<file path="config.mk">
export PLATFORM = sky130hd
export DESIGN_NAME = mesh_fault_classifier
export DESIGN_NICKNAME = d
export VERILOG_FILES = /design/src/rtl/mfc_pkg.sv /design/src/rtl/mfc_sat_counter.sv /design/src/rtl/mfc_ratio_judge.sv /design/src/rtl/mesh_fault_classifier.sv
export SDC_FILE = /design/constraint.sdc
export NUM_CORES = 2
export LEC_CHECK = 0
export BUFFER_PORTS_ARGS = -buffer_cell sky130_fd_sc_hd__buf_4
export CAP_MARGIN = 30
export CORE_MARGIN = 4
export CORE_UTILIZATION = 50
export DETAILED_ROUTE_END_ITERATION = 16
export PLACE_DENSITY = 0.67
export RECOVER_POWER = 50
export SYNTH_ARGS = -nofsm -noshare
export SYNTH_HDL_FRONTEND = slang
export SYNTH_SLANG_ARGS = --single-unit
</file>
<file path="constraint.sdc">
create_clock -name clk -period 13.8 [get_ports clk]
set_input_delay 2.76 -clock clk [delete_from_list [all_inputs] [get_ports clk]]
set_output_delay 2.76 -clock clk [all_outputs]
set_load 0.02 [all_outputs]
</file>
<file path="src/rtl/mfc_pkg.sv">
package mfc_pkg;

  localparam int NUM_DIRS   = 4;
  localparam int NUM_RATIOS = NUM_DIRS + 1;
  localparam int RIDX_GEN   = 0;

  typedef enum logic [1:0] {
    FT_NONE   = 2'b00,
    FT_LINK   = 2'b01,
    FT_ROUTER = 2'b10
  } fault_kind_e;

  typedef struct packed {
    fault_kind_e          kind;
    logic [NUM_DIRS-1:0]  mask;
  } verdict_t;

  // High when enough samples exist and nacks/pkts >= thr / 2^frac_bits
  function automatic logic ratio_exceeds(input logic [31:0] nacks,
                                         input logic [31:0] pkts,
                                         input logic [31:0] thr,
                                         input logic [31:0] min_samples,
                                         input int          frac_bits);
    logic [63:0] scaled_nacks;
    logic [63:0] scaled_thr;
    scaled_nacks = 64'(nacks) << frac_bits;
    scaled_thr   = 64'(thr) * 64'(pkts);
    return (pkts >= min_samples) && (scaled_nacks >= scaled_thr);
  endfunction

  // Router when all ports agree, link when only some do, none otherwise
  function automatic verdict_t classify(input logic gen_high,
                                        input logic [NUM_DIRS-1:0] port_high);
    verdict_t v;
    v.kind = FT_NONE;
    v.mask = '0;
    if (gen_high && (&port_high)) begin
      v.kind = FT_ROUTER;
      v.mask = '1;
    end else if (gen_high && (|port_high)) begin
      v.kind = FT_LINK;
      v.mask = port_high;
    end
    return v;
  endfunction

endpackage

</file>
<file path="src/rtl/mfc_sat_counter.sv">
module mfc_sat_counter #(
  parameter int W = 16
) (
  input  logic         clk,
  input  logic         rst_n,
  input  logic         inc,
  output logic [W-1:0] count
);
  logic at_max;
  assign at_max = (count == {W{1'b1}});

  always_ff @(posedge clk or negedge rst_n) begin
    if (!rst_n)
      count <= '0;
    else if (inc && !at_max)
      count <= count + 1'b1;
  end
endmodule

</file>
<file path="src/rtl/mfc_ratio_judge.sv">
module mfc_ratio_judge
  import mfc_pkg::*;
#(
  parameter int CW          = 16,
  parameter int TW          = 8,
  parameter int TF          = 6,
  parameter int MIN_SAMPLES = 8
) (
  input  logic [CW-1:0] pkt_cnt,
  input  logic [CW-1:0] nack_cnt,
  input  logic [TW-1:0] thr,
  output logic          high
);
  localparam logic [31:0] MIN_W = 32'(MIN_SAMPLES);

  always_comb
    high = ratio_exceeds(32'(nack_cnt), 32'(pkt_cnt), 32'(thr), MIN_W, TF);
endmodule

</file>
<file path="src/rtl/mesh_fault_classifier.sv">
module mesh_fault_classifier
  import mfc_pkg::*;
#(
  parameter int CW          = 16,
  parameter int TW          = 8,
  parameter int TF          = 6,
  parameter int MIN_SAMPLES = 8
) (
  input  logic          clk,
  input  logic          rst_n,
  input  logic          gen_fwd,
  input  logic          gen_nack,
  input  logic [3:0]    dir_fwd,
  input  logic [3:0]    dir_nack,
  input  logic [TW-1:0] threshold,
  output logic [1:0]    fault_type,
  output logic [3:0]    fault_port,
  output logic          class_valid
);
  localparam logic [CW-1:0] MIN_CNT = CW'(MIN_SAMPLES);

  logic [NUM_RATIOS-1:0] fwd_vec;
  logic [NUM_RATIOS-1:0] nack_vec;
  logic [NUM_RATIOS-1:0] high_vec;
  logic [CW-1:0]         pkt_cnt  [NUM_RATIOS];
  logic [CW-1:0]         nack_cnt [NUM_RATIOS];

  // Named internal events, brought out for the checker
  logic                  gen_high;
  logic [NUM_DIRS-1:0]   port_high;
  logic [CW-1:0]         gen_pkt_cnt;
  verdict_t              verdict_d;

  assign fwd_vec  = {dir_fwd,  gen_fwd};
  assign nack_vec = {dir_nack, gen_nack};

  for (genvar i = 0; i < NUM_RATIOS; i++) begin : g_ratio
    mfc_sat_counter #(.W(CW)) u_pkt (
      .clk(clk), .rst_n(rst_n), .inc(fwd_vec[i]), .count(pkt_cnt[i])
    );
    mfc_sat_counter #(.W(CW)) u_nack (
      .clk(clk), .rst_n(rst_n), .inc(nack_vec[i]), .count(nack_cnt[i])
    );
    mfc_ratio_judge #(.CW(CW), .TW(TW), .TF(TF), .MIN_SAMPLES(MIN_SAMPLES)) u_judge (
      .pkt_cnt(pkt_cnt[i]), .nack_cnt(nack_cnt[i]), .thr(threshold), .high(high_vec[i])
    );
  end

  assign gen_high    = high_vec[RIDX_GEN];
  assign port_high   = high_vec[NUM_RATIOS-1:1];
  assign gen_pkt_cnt = pkt_cnt[RIDX_GEN];

  always_comb verdict_d = classify(gen_high, port_high);

  always_ff @(posedge clk or negedge rst_n) begin
    if (!rst_n) begin
      fault_type  <= FT_NONE;
      fault_port  <= '0;
      class_valid <= 1'b0;
    end else begin
      fault_type  <= verdict_d.kind;
      fault_port  <= verdict_d.mask;
      class_valid <= (gen_pkt_cnt >= MIN_CNT);
    end
  end
endmodule

</file>
==> run metrics <==
postcts setup bufs=0; maximum vdd drop=approximately 0.00024 V; Worst EP required=14190 ps; clock root cell=clkbuf_16; Synthesized Nets=just over 4000; failing checks=max-capacitance violations, max-slew violations; Num CTS Buffers=17; DR iter-0 viols=951; CP startpoint kind=primary input; Hold Crit Start=g_ratio[4].u_nack.count[5]$_DFFE_PN0P_; CP arrival=9700 ps; area of placed instances=30190 sq um; Max Cap Viol=1; I/O pin cnt=27; sequential fraction of the synthesis area=14.14%; Distinct cells, synth=66; post-CTS sizing=0; Worst R2R Path Depth=25; Antenna Nets Post-Route=0; Post-Synthesis Cells=3317; final hold vios=0; DP Wirelength=45.61 mm; H-tree depth=4; flop2flop setup slack=around 6900 ps; cell area after synthesis=slightly below 30000 sq um; top post-synthesis cells by area=fa_1 28%, dfrtp_1 14%, ha_1 13%; RSZ-0062 raised after global routing=no; setup violators final=0; Yosys top cell by area=fa_1; first-pass GRT wire length=108.7 mm; clock tree buffer depth=2; CP endpoint kind=flip-flop; FFs w/ async S/R, synth=100.0%; core area=approximately 58000 sq um; ys flop type=dfrtp_1; worst-margin pin slew=5377 ps; WL per Instance=15.24 um; Vias/cell=around 5.3; ANT cells=0; FF/Latch Area=about 4200 sq um; port buffer count=26; drt drc=0; DRT Pass-1 Iters=5; Starting Density=50.83%; worst r2r src=g_ratio[1].u_pkt.count[3]$_DFFE_PN0P_; Hold Path Depth=1; Yosys reg bits=167; All-Layer GR Usage=between 20% and 30%; setup total negative slack=0 ps; multi-input logic area=around 23000 sq um; R2R Path End=fault_type[0]$_DFF_PN0_; Final Instance Area=30740 sq um; Synth top area share=28.45%; achievable clock frequency=0.1074 GHz; Final Slew Violations=94; largest net degree at the start of global routing=112; Slew HR=-258.5%; Post-synth EDFFs=0; filler cell count=5439; status=finished, violations left; Clk pin slew, worst setup/hold paths=80 ps; Setup Skew=11.61 ps; layout cell share with drive strength beyond 1=2.041%; CTS sink cnt=approximately 170; die width=around 250 um; commonest non-fill, non-tap cell in the layout=inv_1; fin crit period=9314 ps; Die ar.=roughly 63000 sq um; vias in the first global route=22010; row count=between 80 and 90; DRT Wirelength=roughly 60 mm; Synth warnings=0; Final Cycle Share=between 60% and 70%; antenna violations before repair=0; clock latency on the worst-skew pair=490 ps; Post-CTS Hold Buffers=0; gp weighted congestion=just over 0.8; Leak=about 16 nW; grt ovf=0; Avg Inst Size Synth=8.909 sq um; HP Class=reg2reg; commonest cells after routing, fill and taps aside=550 x inv_1, 479 x and2_1, 420 x fa_1; Die Height=251.1 um; Power Density=187.7 nW/um^2; WS Path Type=in2reg; CTS tree=yes; Area Growth Syn to Fin=4.031%; nets=3976; Worst Hold Path EP=g_ratio[4].u_nack.count[5]$_DFFE_PN0P_; Max FO, Critical Path=50; DR vias=21160
[worst max path at each step]
stage	end	slack (ps)	start	cells past startpoint
2_1_floorplan	fault_type[0]$_DFF_PN0_	5050	threshold[6]	31
3_3_place_gp	fault_type[0]$_DFF_PN0_	4090	threshold[5]	28
3_5_place_dp	fault_type[0]$_DFF_PN0_	3990	threshold[5]	28
4_1_cts	fault_type[0]$_DFF_PN0_	4500	threshold[5]	28
5_1_grt	fault_type[0]$_DFF_PN0_	3920	threshold[5]	27
6_report	fault_type[0]$_DFF_PN0_	4490	threshold[3]	26
[cell usage after synthesis, drive strengths merged (3+ instances only)]
master and count:
inv 550, and2 479, fa 420, ha 315
nand2 283, dfrtp 167, xnor2 144, clkbuf 142
nor2 100, nand3 95, a21oi 93, xor2 81
o21ai 66, a21o 46, nand4 44, and3 36
nor3 33, o21a 25, nor2b 19, nor4 17
nand2b 16, and4 12, o21bai 12, a211oi 11
a31oi 10, o211ai 9, o31a 8, or3 7
o31ai 6, a2111oi 5, a221oi 5, o41ai 5
a211o 4, a41oi 4, buf 4, mux2i 4
o2111ai 4, or2 4, a21boi 3, a311oi 3
mux2 3
[layer usage]
layer / GRT usage [%] / wire length [um] / vias up
met5: 0 / 0 / -
met4: 4.977 / 1007 / 0
met3: 2.669 / 1997 / 52
met2: 34.65 / 29340 / 252
met1: 28.55 / 28610 / 10600
li1: - / - / 10250
[area by class of cell]
type / count / share of cell area, %
Inverter: 550 / 6.715
Sequential cell: 167 / 13.59
Clock inverter: 15 / 0.5291
Timing Repair Buffer: 31 / 0.6349
Clock buffer: 17 / 1.384
Multi-Input combinational cell: 2454 / 74.03
Tap cell: 765 / 3.113
[critical path, stage by stage]
cell	delay, ps
buf_4	310
buf_4	550
and2_1	240
fa_1	440
fa_1	480
fa_1	540
inv_1	60
fa_1	540
inv_1	40
ha_1	340
a21o_1	210
or3_1	340
o211ai_1	280
and3b_1	270
o21ai_0	140
a21o_1	210
a21oi_1	160
xor2_1	80
ha_1	270
o21a_1	100
o21ai_0	60
a211oi_1	220
o211a_1	180
nand4_1	270
and4b_1	310
a211oi_1	230
[sequential cells by signal, indices dropped and copies added (netlist names)]
signal and count:
class_valid 1, fault_port 4, g_ratio.u_nack.count 80, g_ratio.u_pkt.count 80, fault_type 2
[cell families (layout without fill, tap and decap cells)]
family | Yosys count | in the layout | synth area share (%)
flops | 167 | 167 | 14.14
buf+inv | 696 | 613 | 8.845
simple gates | 1156 | 1156 | 20.88
fa+ha+maj | 735 | 735 | 41.79
mux | 7 | 7 | 0.2498
xor+xnor | 225 | 225 | 6.668
compound gates | 331 | 331 | 7.430
[per-stage QoR]
stage	instances	utilization, %	total power [mW]	hold slack (ps)	setup WS (ps)
floorplan	3317	-	4.361	461.7	5054
global placement	3966	51.93	5.273	481.3	4089
detailed placement	3966	51.93	5.318	489.5	3989
CTS	3998	52.94	5.872	499.4	4497
global route	3999	52.88	6.623	522.3	3918
finish	3999	52.88	5.771	497.4	4486
[where the power goes]
part	switching [mW]	internal, mW	total (mW)
sequential	0.240	0.589	0.829
combinational	2.43	2.02	4.45
clock	0.251	0.242	0.493
total	2.92	2.85	5.77
(Power assumes the default switching activity.)
